File: src/rtl/accum_alu_pkg.sv
package accum_alu_pkg;

  typedef enum logic [3:0] {
    OP_PASS = 4'd0,  OP_ADD = 4'd1,  OP_SUB = 4'd2,  OP_AND = 4'd3,
    OP_OR   = 4'd4,  OP_XOR = 4'd5,  OP_NOT = 4'd6,  OP_ROL = 4'd7,
    OP_ROR  = 4'd8,  OP_EQ  = 4'd9,  OP_LT  = 4'd10, OP_LE  = 4'd11,
    OP_GT   = 4'd12, OP_GE  = 4'd13
  } op_e;

  typedef enum logic [1:0] {PATH_ARITH, PATH_LOGIC, PATH_SHIFT} path_e;
  typedef enum logic [1:0] {LG_AND, LG_OR, LG_XOR, LG_INV} logic_e;
  typedef enum logic [1:0] {SH_PASSB, SH_PASSA, SH_ROL, SH_ROR} shift_e;
  typedef enum logic [2:0] {CMP_EQ, CMP_LT, CMP_LE, CMP_GT, CMP_GE} cmp_e;

  typedef struct packed {
    path_e  path;
    logic   subtract;
    logic_e logicOp;
    shift_e shiftMode;
    logic   cmpEn;
    cmp_e   cmpKind;
  } alu_ctrl_t;

endpackage

File: src/rtl/accum_alu_ctrl.sv
module accum_alu_ctrl
  import accum_alu_pkg::*;
#(
  parameter int OP_W = 4
) (
  input  logic [OP_W-1:0] opSel,
  output alu_ctrl_t       ctrl
);

  always_comb begin
    ctrl = '{path: PATH_SHIFT, subtract: 1'b0, logicOp: LG_AND,
             shiftMode: SH_PASSB, cmpEn: 1'b0, cmpKind: CMP_EQ};
    case (opSel)
      OP_ADD: ctrl.path = PATH_ARITH;
      OP_SUB: begin ctrl.path = PATH_ARITH; ctrl.subtract = 1'b1; end
      OP_AND: begin ctrl.path = PATH_LOGIC; ctrl.logicOp = LG_AND; end
      OP_OR:  begin ctrl.path = PATH_LOGIC; ctrl.logicOp = LG_OR;  end
      OP_XOR: begin ctrl.path = PATH_LOGIC; ctrl.logicOp = LG_XOR; end
      OP_NOT: begin ctrl.path = PATH_LOGIC; ctrl.logicOp = LG_INV; end
      OP_ROL: ctrl.shiftMode = SH_ROL;
      OP_ROR: ctrl.shiftMode = SH_ROR;
      OP_EQ:  begin ctrl.shiftMode = SH_PASSA; ctrl.cmpEn = 1'b1; ctrl.cmpKind = CMP_EQ; end
      OP_LT:  begin ctrl.shiftMode = SH_PASSA; ctrl.cmpEn = 1'b1; ctrl.cmpKind = CMP_LT; end
      OP_LE:  begin ctrl.shiftMode = SH_PASSA; ctrl.cmpEn = 1'b1; ctrl.cmpKind = CMP_LE; end
      OP_GT:  begin ctrl.shiftMode = SH_PASSA; ctrl.cmpEn = 1'b1; ctrl.cmpKind = CMP_GT; end
      OP_GE:  begin ctrl.shiftMode = SH_PASSA; ctrl.cmpEn = 1'b1; ctrl.cmpKind = CMP_GE; end
      default: ;
    endcase
  end

endmodule

File: src/rtl/accum_alu_dp.sv
module accum_alu_dp
  import accum_alu_pkg::*;
#(
  parameter int W = 8
) (
  input  logic [W-1:0] accIn,
  input  logic [W-1:0] opB,
  input  alu_ctrl_t    ctrl,
  output logic [W-1:0] result,
  output logic         flag
);

  logic [W-1:0] arithOut, logicOut, shiftOut;
  logic         isEq, isLt, cmpHit;

  assign arithOut = ctrl.subtract ? (accIn - opB) : (accIn + opB);

  always_comb begin
    case (ctrl.logicOp)
      LG_AND:  logicOut = accIn & opB;
      LG_OR:   logicOut = accIn | opB;
      LG_XOR:  logicOut = accIn ^ opB;
      default: logicOut = ~accIn;
    endcase
  end

  always_comb begin
    case (ctrl.shiftMode)
      SH_PASSA: shiftOut = accIn;
      SH_ROL:   shiftOut = {accIn[W-2:0], accIn[W-1]};
      SH_ROR:   shiftOut = {accIn[0], accIn[W-1:1]};
      default:  shiftOut = opB;
    endcase
  end

  assign isEq = (accIn == opB);
  assign isLt = (accIn < opB);

  always_comb begin
    case (ctrl.cmpKind)
      CMP_EQ:  cmpHit = isEq;
      CMP_LT:  cmpHit = isLt;
      CMP_LE:  cmpHit = isLt | isEq;
      CMP_GT:  cmpHit = ~(isLt | isEq);
      CMP_GE:  cmpHit = ~isLt;
      default: cmpHit = 1'b0;
    endcase
  end

  assign flag = ctrl.cmpEn & cmpHit;

  always_comb begin
    case (ctrl.path)
      PATH_ARITH: result = arithOut;
      PATH_LOGIC: result = logicOut;
      default:    result = shiftOut;
    endcase
  end

  // the flag stays low while the decoder leaves compare disabled
  always_comb begin
    if (!ctrl.cmpEn) p_flag_gated_r9: assert (!flag);
  end

  // a compare strobe must never steer the arithmetic or logic path
  always_comb begin
    if (ctrl.cmpEn) p_cmp_path_r8: assert (result == accIn);
  end

endmodule

File: src/rtl/accum_alu.sv
module accum_alu
  import accum_alu_pkg::*;
#(
  parameter int W    = 8,
  parameter int OP_W = 4
) (
  input  logic [W-1:0]    accIn,
  input  logic [W-1:0]    opB,
  input  logic [OP_W-1:0] opSel,
  output logic [W-1:0]    result,
  output logic            flag
);

  localparam logic [OP_W-1:0] FIRST_CMP = OP_W'(OP_EQ);
  localparam logic [OP_W-1:0] LAST_CMP  = OP_W'(OP_GE);

  alu_ctrl_t ctrl;
  logic      isCmpCode;

  accum_alu_ctrl #(.OP_W(OP_W)) u_ctrl (.opSel(opSel), .ctrl(ctrl));

  accum_alu_dp #(.W(W)) u_dp (
    .accIn(accIn), .opB(opB), .ctrl(ctrl), .result(result), .flag(flag)
  );

  assign isCmpCode = (opSel >= FIRST_CMP) && (opSel <= LAST_CMP);

  always_comb begin
    if (opSel == OP_W'(OP_ADD)) p_add_wrap_r1: assert (result == W'(accIn + opB));
    if (opSel == OP_W'(OP_SUB)) p_sub_wrap_r2: assert (result == W'(accIn - opB));
    if (isCmpCode)              p_cmp_keep_r8: assert (result == accIn);
    if (!isCmpCode)             p_flag_only_cmp_r9: assert (!flag);
    if (opSel > LAST_CMP)       p_unused_pass_r10: assert (result == opB && !flag);
  end

endmodule

File: config.mk
export PLATFORM = sky130hd
export DESIGN_NAME = accum_alu
export DESIGN_NICKNAME = d
export VERILOG_FILES = /design/src/rtl/accum_alu_pkg.sv /design/src/rtl/accum_alu_ctrl.sv /design/src/rtl/accum_alu_dp.sv /design/src/rtl/accum_alu.sv
export SDC_FILE = /design/constraint.sdc
export NUM_CORES = 1
export LEC_CHECK = 0
export ABC_AREA = 1
export BUFFER_PORTS_ARGS = -buffer_cell sky130_fd_sc_hd__buf_2
export CAP_MARGIN = 40
export CORE_ASPECT_RATIO = 1.75
export CORE_MARGIN = 5
export CORE_UTILIZATION = 35
export DETAILED_ROUTE_END_ITERATION = 10
export PLACE_DENSITY = 0.58
export SYNTH_ARGS = -nofsm -noshare
export SYNTH_HDL_FRONTEND = slang
export SYNTH_SLANG_ARGS = --single-unit
File: constraint.sdc
create_clock -name vclk -period 5.1
set_input_delay 1.275 -clock vclk [all_inputs]
set_output_delay 1.275 -clock vclk [all_outputs]
set_load 0.05 [all_outputs]
==> results.txt, run 1 <==
Status = finished, final reports clean
Routed WL per cell = 14.1 um
DRC Markers = 0
Maximum VDD drop = 48.7 uV
Fin. Hold Viols = 0
Ys Warns = 0
Via density = 5.23
Post-Synthesis Cell Area = 0.00172 sq mm
First DRT Iteration DRCs = 114
Drt total wl = 5710 um
Critical path capture point type = primary output
Cell count after synthesis = 332
Die W = 63.0 um
Critical path's slowest cell = fa_1
Hold_ws = 3.10 ns
Core box area = 0.00475 sq mm
Largest net degree at the start of global routing = 14
Final min period = 4.47 ns
Final core occ = 39.6%
Drt pass-1 iters = 4
Rows = 33
Initial Util = 36.2%
Hold_buf cts = 0
RSZ-0062 raised after global routing = false
Fin nets = 403
Setup TNS = 0 ns
Antenna violations before repair = 0
Setup Viol. Count Final = 0
Netlist cell types = 25
Die height = 103 um
CP arrival = 3.19 ns
Largest cells by area after synthesis = nand2_1 27%, ha_1 18%, inv_1 10%
Slew headroom = 68.8%
Most used cell along the critical path = nand2_1
DIE AREA = 0.00646 sq mm
I/O Pins = 29
Vias in the first global route = 2,058
MaxCap Viol Count = 0
Final worst-path cycle share = 87.6%
Register area share after synthesis = 0%
Finished Layout Cells = 406
Peak Freq = 224 MHz
Placer's final routability congestion estimate = 0.896
Dpl hpwl = 4720 um
Pwr Total = 0.209 mW
Syn Area/Cell = 5.17 sq um
Post-route ant nets = 0
CP Launch Point = accIn[0]
Setup Fix Bufs, Post-CTS = 0
PortBufs = 29
Hold Startpoint = accIn[0]
Clkbuf count = 0
Layout cells sized above 1 = 13.0%
Worst min-delay path category = primary input to primary output
Seq_cells = 0
Fillers = 562
Register Area = 0 sq um
Worst Max-Slew Pin Slew = 0.467 ns
Multi-input logic area = 0.00148 sq mm
Total GRT Usage = 17.7%
Fin. max-slew vios = 0
Syn_nets = 379
Worst EP required = 3.83 ns
CP startpoint kind = primary input
Placed insts = 406
Max Fanout on Critical Path = 5
First-pass GRT wire length = 9490 um
Grt ovf = 0
Ant diodes = 0
# resized after CTS = 0
Power density over cell area = 111 mW/mm^2
Top cell type by total area after synthesis = nand2_1
Crit Path Class = primary input to primary output
Max stage delay on crit path = 0.46 ns
CP cell instances = buf_2 -> inv_1 -> ha_1 -> inv_1 -> fa_1 -> nand2_1 -> nand3_1 -> nand2_1 -> o21ai_1 -> or2_2 -> nand3_1 -> nand2_1 -> buf_2
Top cell type's share of synthesized area = 27.1%
Leak pwr = 1.09 nW
Area Growth Syn to Fin = 9.54%
Via count = 2,122
==> routing by layer <==
layer  GRT usage [%]  vias to the layer above  part of all wire, %  wire length, um
li1                -                     1090                    -                -
met1            19.3                      968                   39             2230
met2            34.6                       51                   54             3080
met3            1.09                       13                  3.5              199
met4            7.52                        0                  3.4              197
met5               0                        -                    0                0
==> path summary, 6_finish.rpt <==
kind   endpoint  slack, ns  cells past startpoint
max   result[4]       0.63                     13
min   result[0]       3.10                      5
==> synth_stat cells, types with 3 or more instances <==
cell / count
o21a_1: 4
nand3_1: 35
o21ai_0: 23
ha_1: 25
inv_1: 48
nand2_1: 124
nor2_2: 5
inv_2: 3
nand4_1: 4
nand2_2: 4
a21oi_1: 9
nor2_1: 25
o21bai_1: 3
buf_2: 4
==> critical path, delay by kind of cell <==
kind,cells,cell delay (ns)
buf+inv,4,0.52
compound gates,1,0.07
fa+ha+maj,2,0.61
simple gates,6,0.72
==> logic make-up (layout without fill, tap and decap cells) <==
logic type,after synthesis,count (layout),share of synthesized area (%)
AND/OR/NAND/NOR,204,204,51.6
buffers and inverters,58,80,13.8
AO/OA/AOI/OAI,43,43,14.1
adder cells (fa/ha/maj),27,27,20.5
==> layout by cell type, fill, tap and decap left out <==
cell / netlist / final
nand2_4: 1 / 1
o21ai_2: 1 / 1
nand4_1: 4 / 4
inv_2: 3 / 3
o21bai_1: 3 / 3
inv_1: 48 / 48
nor3_4: 2 / 2
or2_2: 1 / 1
nor2_1: 25 / 25
o21ai_1: 1 / 1
nand3b_1: 2 / 2
fa_1: 2 / 2
ha_1: 25 / 25
o21a_1: 4 / 4
nand3_1: 35 / 35
o21ai_0: 23 / 23
nand2_2: 4 / 4
nor2_2: 5 / 5
nor3_1: 1 / 1
a21oi_1: 9 / 9
a21boi_0: 2 / 2
nand2_1: 124 / 124
buf_2: 4 / 29
==> power breakdown <==
group / internal (mW) / switching [mW] / total (mW) / leakage (nW)
registers: 0 / 0 / 0 / 0
logic: 0.0615 / 0.148 / 0.209 / 1.09
clock network: 0 / 0 / 0 / 0
total: 0.0615 / 0.148 / 0.209 / 1.09
==> stage by stage <==
stage	cell area [sq um]	worst slack, ns
5_1_grt	1880	0.461
4_1_cts	1880	0.612
6_report	1880	0.634
2_1_floorplan	1720	0.463
3_3_place_gp	1880	0.630
3_5_place_dp	1880	0.619
==> area by class of cell <==
type / count / area share, %
multi-input cells: 274 / 78.7
repair buffers: 29 / 7.71
well taps: 52 / 3.46
inverters: 51 / 10.2
(Power assumes the default switching activity.)
==> inputs of run 2 (changes only) <==
--- a/config.mk
+++ b/config.mk
@@ -6,7 +6,7 @@
 export NUM_CORES = 1
 export LEC_CHECK = 0
 export ABC_AREA = 1
-export BUFFER_PORTS_ARGS = -buffer_cell sky130_fd_sc_hd__buf_2
+export BUFFER_PORTS_ARGS = -buffer_cell sky130_fd_sc_hd__clkbuf_2
 export CAP_MARGIN = 40
 export CORE_ASPECT_RATIO = 1.75
 export CORE_MARGIN = 5
==> results.txt, run 2 (synthesis gave the netlist of run 1 again) <==
Status = finished, final reports clean
Post-route ant nets = 0
Via density = 5.25
Worst min-delay path category = primary input to primary output
Die W = 63.0 um
Clkbuf count = 0
Final worst-path cycle share = 87.4%
Fin nets = 403
Layout cells sized above 1 = 13.0%
Antenna violations before repair = 0
Grt ovf = 0
Total GRT Usage = 18.2%
First-pass GRT wire length = 9670 um
Setup Viol. Count Final = 0
Max Fanout on Critical Path = 5
Fin. max-slew vios = 0
Placed insts = 406
CP arrival = 3.18 ns
Initial Util = 36.2%
Commonest non-fill, non-tap cell in the layout = nand2_1
Die height = 103 um
Leak pwr = 1.09 nW
Global routing usage on met1 = 18.8%
Top Usage Layer GRT = met2
Worst Max-Slew Pin Slew = 0.477 ns
Pwr Total = 0.210 mW
Finished Layout Cells = 406
Largest net degree at the start of global routing = 14
Maximum VDD drop = 50.2 uV
Routed WL per cell = 14.3 um
Most frequent cells in the layout = 124 x nand2_1, 48 x inv_1, 35 x nand3_1
Drt pass-1 iters = 5
First DRT Iteration DRCs = 79
Vias in the first global route = 2,143
MaxCap Viol Count = 0
CP startpoint kind = primary input
Crit Path Class = primary input to primary output
Hold_buf cts = 0
Peak Freq = 224 MHz
Routing usage on met2 = 34.7%
# resized after CTS = 0
Setup TNS = 0 ns
Via count = 2,133
Placer's final routability congestion estimate = 0.911
Met3 Use GR = 1.74%
RSZ-0062 raised after global routing = false
Dpl hpwl = 4770 um
Crit path capture = result[4]
Final core occ = 39.6%
Core box area = 0.00475 sq mm
Power density over cell area = 111 mW/mm^2
Drt total wl = 5810 um
Fin. Hold Viols = 0
Final min period = 4.46 ns
Slew headroom = 68.2%
Register Area = 0 sq um
Seq_cells = 0
DRC Markers = 0
Area Growth Syn to Fin = 9.54%
Rows = 33
Setup Fix Bufs, Post-CTS = 0
Ant diodes = 0
Worst EP required = 3.83 ns
Critical path capture point type = primary output
I/O Pins = 29
PortBufs = 29
DIE AREA = 0.00646 sq mm
CP Launch Point = accIn[0]
==> run 2: changes by cell type in the layout (fill, tap and decap cells not counted) <==
| cell | delta |
|---|---|
| clkbuf_2 | +29 |
| buf_2 | -29 |
==> run 2: area by class of cell <==
type	instances	area (sq um)
well taps	52	65.1
fillers	554	2870
inverters	51	191
repair buffers	29	145
multi-input cells	274	1480
==> run 2: power breakdown <==
| part | internal, mW | switching, mW | total [mW] |
|---|---|---|---|
| clock network | 0 | 0 | 0 |
| logic | 0.0611 | 0.149 | 0.210 |
| registers | 0 | 0 | 0 |
==> run 2: worst min-delay path by stage <==
stage / start / end / slack (ns) / cells past startpoint
detailed placement: accIn[0] / result[0] / 3.12 / 5
global placement: accIn[0] / result[0] / 3.11 / 5
global route: accIn[0] / result[0] / 3.18 / 5
floorplan: opSel[2] / flag / 2.97 / 3
CTS: accIn[0] / result[0] / 3.12 / 5
finish: accIn[0] / result[0] / 3.11 / 5
==> run 2: worst max-delay path, stage by stage <==
cell      delay [ns]
clkbuf_2        0.12
inv_1           0.10
ha_1            0.15
inv_1           0.08
fa_1            0.45
nand2_1         0.11
nand3_1         0.11
nand2_1         0.09
o21ai_1         0.07
or2_2           0.27
nand3_1         0.06
nand2_1         0.05
clkbuf_2        0.24
==> run 2: metal layers <==
metal / up-vias / part of all wire [%] / routed length, um
li1: 1090 / - / -
met2: 69 / 52 / 3040
met5: - / 0 / 0
met1: 952 / 38 / 2190
met4: 0 / 5.9 / 344
met3: 22 / 4.0 / 232
==> run 2: per-stage QoR <==
| step | area [sq um] | worst slack (ns) | hold WS [ns] |
|---|---|---|---|
| finish | 1880 | 0.642 | 3.11 |
| global route | 1880 | 0.473 | 3.18 |
| CTS | 1880 | 0.625 | 3.12 |
| detailed placement | 1880 | 0.632 | 3.12 |
| global placement | 1880 | 0.622 | 3.11 |
| floorplan | 1720 | 0.463 | 2.97 |
==> inputs of run 3 (changes only) <==
--- a/config.mk
+++ b/config.mk
@@ -9,10 +9,11 @@
 export BUFFER_PORTS_ARGS = -buffer_cell sky130_fd_sc_hd__clkbuf_2
 export CAP_MARGIN = 40
 export CORE_ASPECT_RATIO = 1.75
-export CORE_MARGIN = 5
+export CORE_MARGIN = 8
 export CORE_UTILIZATION = 35
 export DETAILED_ROUTE_END_ITERATION = 10
 export PLACE_DENSITY = 0.58
 export SYNTH_ARGS = -nofsm -noshare
 export SYNTH_HDL_FRONTEND = slang
+export SYNTH_HIERARCHICAL = 1
 export SYNTH_SLANG_ARGS = --single-unit
==> results.txt, run 3 <==
Status = finished, final reports clean
Via density = 5.34
CP arrival = 3.13 ns
Setup TNS = 0 ns
MaxCap Viol Count = 0
Clkbuf count = 0
Logic pwr share = 100.0%
Top cell type's share of synthesized area = 22.8%
Critical path's slowest cell = nor2_1
CP startpoint kind = primary input
PortBufs = 29
Most frequent cells in the layout = 105 x nand2_1, 44 x inv_1, 29 x clkbuf_2
Core box area = 0.00485 sq mm
Vias in the first global route = 2,187
Ys Warns = 6
Placer's final routability congestion estimate = 0.935
First DRT Iteration DRCs = 58
Peak Freq = 227 MHz
RSZ-0062 raised after global routing = false
Initial Util = 35.7%
# resized after CTS = 0
Netlist cell types = 32
Crit path buf inv count = 3
Fin. Hold Viols = 0
Top Family by Delay on Critical Path = simple AND/OR/NAND/NOR gates
Die height = 109 um
Final min period = 4.41 ns
Layout cells sized above 1 = 17.1%
CP cell instances = clkbuf_2 -> nor2_1 -> nand2_1 -> nand2_1 -> inv_1 -> nor2_1 -> a32oi_1 -> nand2_1 -> clkbuf_2
Setup Viol. Count Final = 0
Drt total wl = 5870 um
Register area share after synthesis = 0%
Largest cells by area after synthesis = nand2_1 23%, ha_1 17%, inv_1 9.5%
Leak pwr = 1.07 nW
Reg power frac = 0%
First-pass GRT wire length = 9760 um
Rows = 34
Fin nets = 393
Hold_buf cts = 0
Syn Area/Cell = 5.41 sq um
Crit Path Class = primary input to primary output
Fillers = 589
Commonest non-fill, non-tap cell in the layout = nand2_1
Worst setup margin = 0.690 ns
Most frequent cells after synthesis = 105 x nand2_1, 44 x inv_1, 24 x ha_1, 22 x nand3_1, 21 x nor2_1
Via count = 2,132
Ant diodes = 0
Clock power share = 0%
Drt pass-1 iters = 4
Max stage delay on crit path = 0.59 ns
Largest net degree at the start of global routing = 17
Total GRT Usage = 15.1%
Antenna violations before repair = 0
Worst EP required = 3.83 ns
Area Growth Syn to Fin = 10.5%
Register Area = 0 sq um
Worst min-delay path category = primary input to primary output
Most used cell along the critical path = nand2_1
Maximum VDD drop = 60.8 uV
Final worst-path cycle share = 86.5%
Setup Fix Bufs, Post-CTS = 0
Die W = 69.2 um
Most frequent cell after synthesis = nand2_1
Dpl ws = 0.699 ns
Max Fanout on Critical Path = 10
Switching component of the power = 0.163 mW
Cell count after synthesis = 320
Worst Max-Slew Pin Slew = 0.683 ns
Power density over cell area = 120 mW/mm^2
Top cell type by total area after synthesis = nand2_1
Syn_nets = 366
DIE AREA = 0.00754 sq mm
Grt ovf = 0
Fin. max-slew vios = 0
Post-route ant nets = 0
Slew headroom = 54.3%
I/O Pins = 29
Dpl hpwl = 4840 um
Seq_cells = 0
Sw Ratio = 71.0%
Internal power = 0.0667 mW
Post-Synthesis Cell Area = 0.00173 sq mm
DRC Markers = 0
Critical path capture point type = primary output
Routed WL per cell = 14.7 um
-- run 3: layout make-up --
| type | instances | area [sq um] | area share [%] |
|---|---|---|---|
| Tap cell | 54 | 67.6 | 3.53 |
| Inverter | 54 | 203 | 10.6 |
| Timing Repair Buffer | 31 | 160 | 8.37 |
| Multi-Input combinational cell | 260 | 1480 | 77.5 |
-- run 3: worst paths after layout --
| check | start | endpoint | slack [ns] | depth (start not counted) |
|---|---|---|---|---|
| min | opB[2] | result[2] | 3.13 | 4 |
| max | opSel[3] | result[7] | 0.69 | 9 |
-- run 3: worst min-delay path, cell delays in order --
cell	delay [ns]
clkbuf_2	0.10
o221ai_1	0.12
nand3_1	0.08
clkbuf_2	0.27
-- run 3: logic make-up (layout without fill, tap and decap cells) --
logic type | after synthesis | in the layout | share of synthesized area, %
simple gates | 176 | 176 | 44.2
buf+inv | 60 | 85 | 14.3
compound gates | 54 | 54 | 19.8
fa+ha+maj | 26 | 26 | 19.7
xor+xnor | 4 | 4 | 2.02
-- run 3: power by group through the flow --
| stage | clock (mW) | sequential (mW) | combinational [mW] |
|---|---|---|---|
| after floorplan | 0 | 0 | 0.170 |
| after global placement | 0 | 0 | 0.228 |
| after detailed placement | 0 | 0 | 0.228 |
| after CTS | 0 | 0 | 0.229 |
| after global routing | 0 | 0 | 0.253 |
| final | 0 | 0 | 0.230 |
-- run 3: metal layers --
layer | GRT usage (%) | vias up | routed length, um
li1 | - | 1084 | -
met1 | 14.0 | 969 | 2180
met2 | 31.6 | 61 | 3200
met3 | 1.28 | 18 | 250
met4 | 7.51 | 0 | 241
met5 | 0 | - | 0
-- run 3: metrics by stage --
step / hold slack [ns] / std cells / utilization (%) / total power, mW / cell area, sq um
after floorplan: 2.84 / 320 / - / 0.170 / 1730
after global placement: 3.14 / 399 / 39.5 / 0.228 / 1910
after detailed placement: 3.14 / 399 / 39.5 / 0.228 / 1910
after CTS: 3.14 / 399 / 39.5 / 0.229 / 1910
after global routing: 3.20 / 399 / 39.5 / 0.253 / 1910
final: 3.13 / 399 / 39.5 / 0.230 / 1910
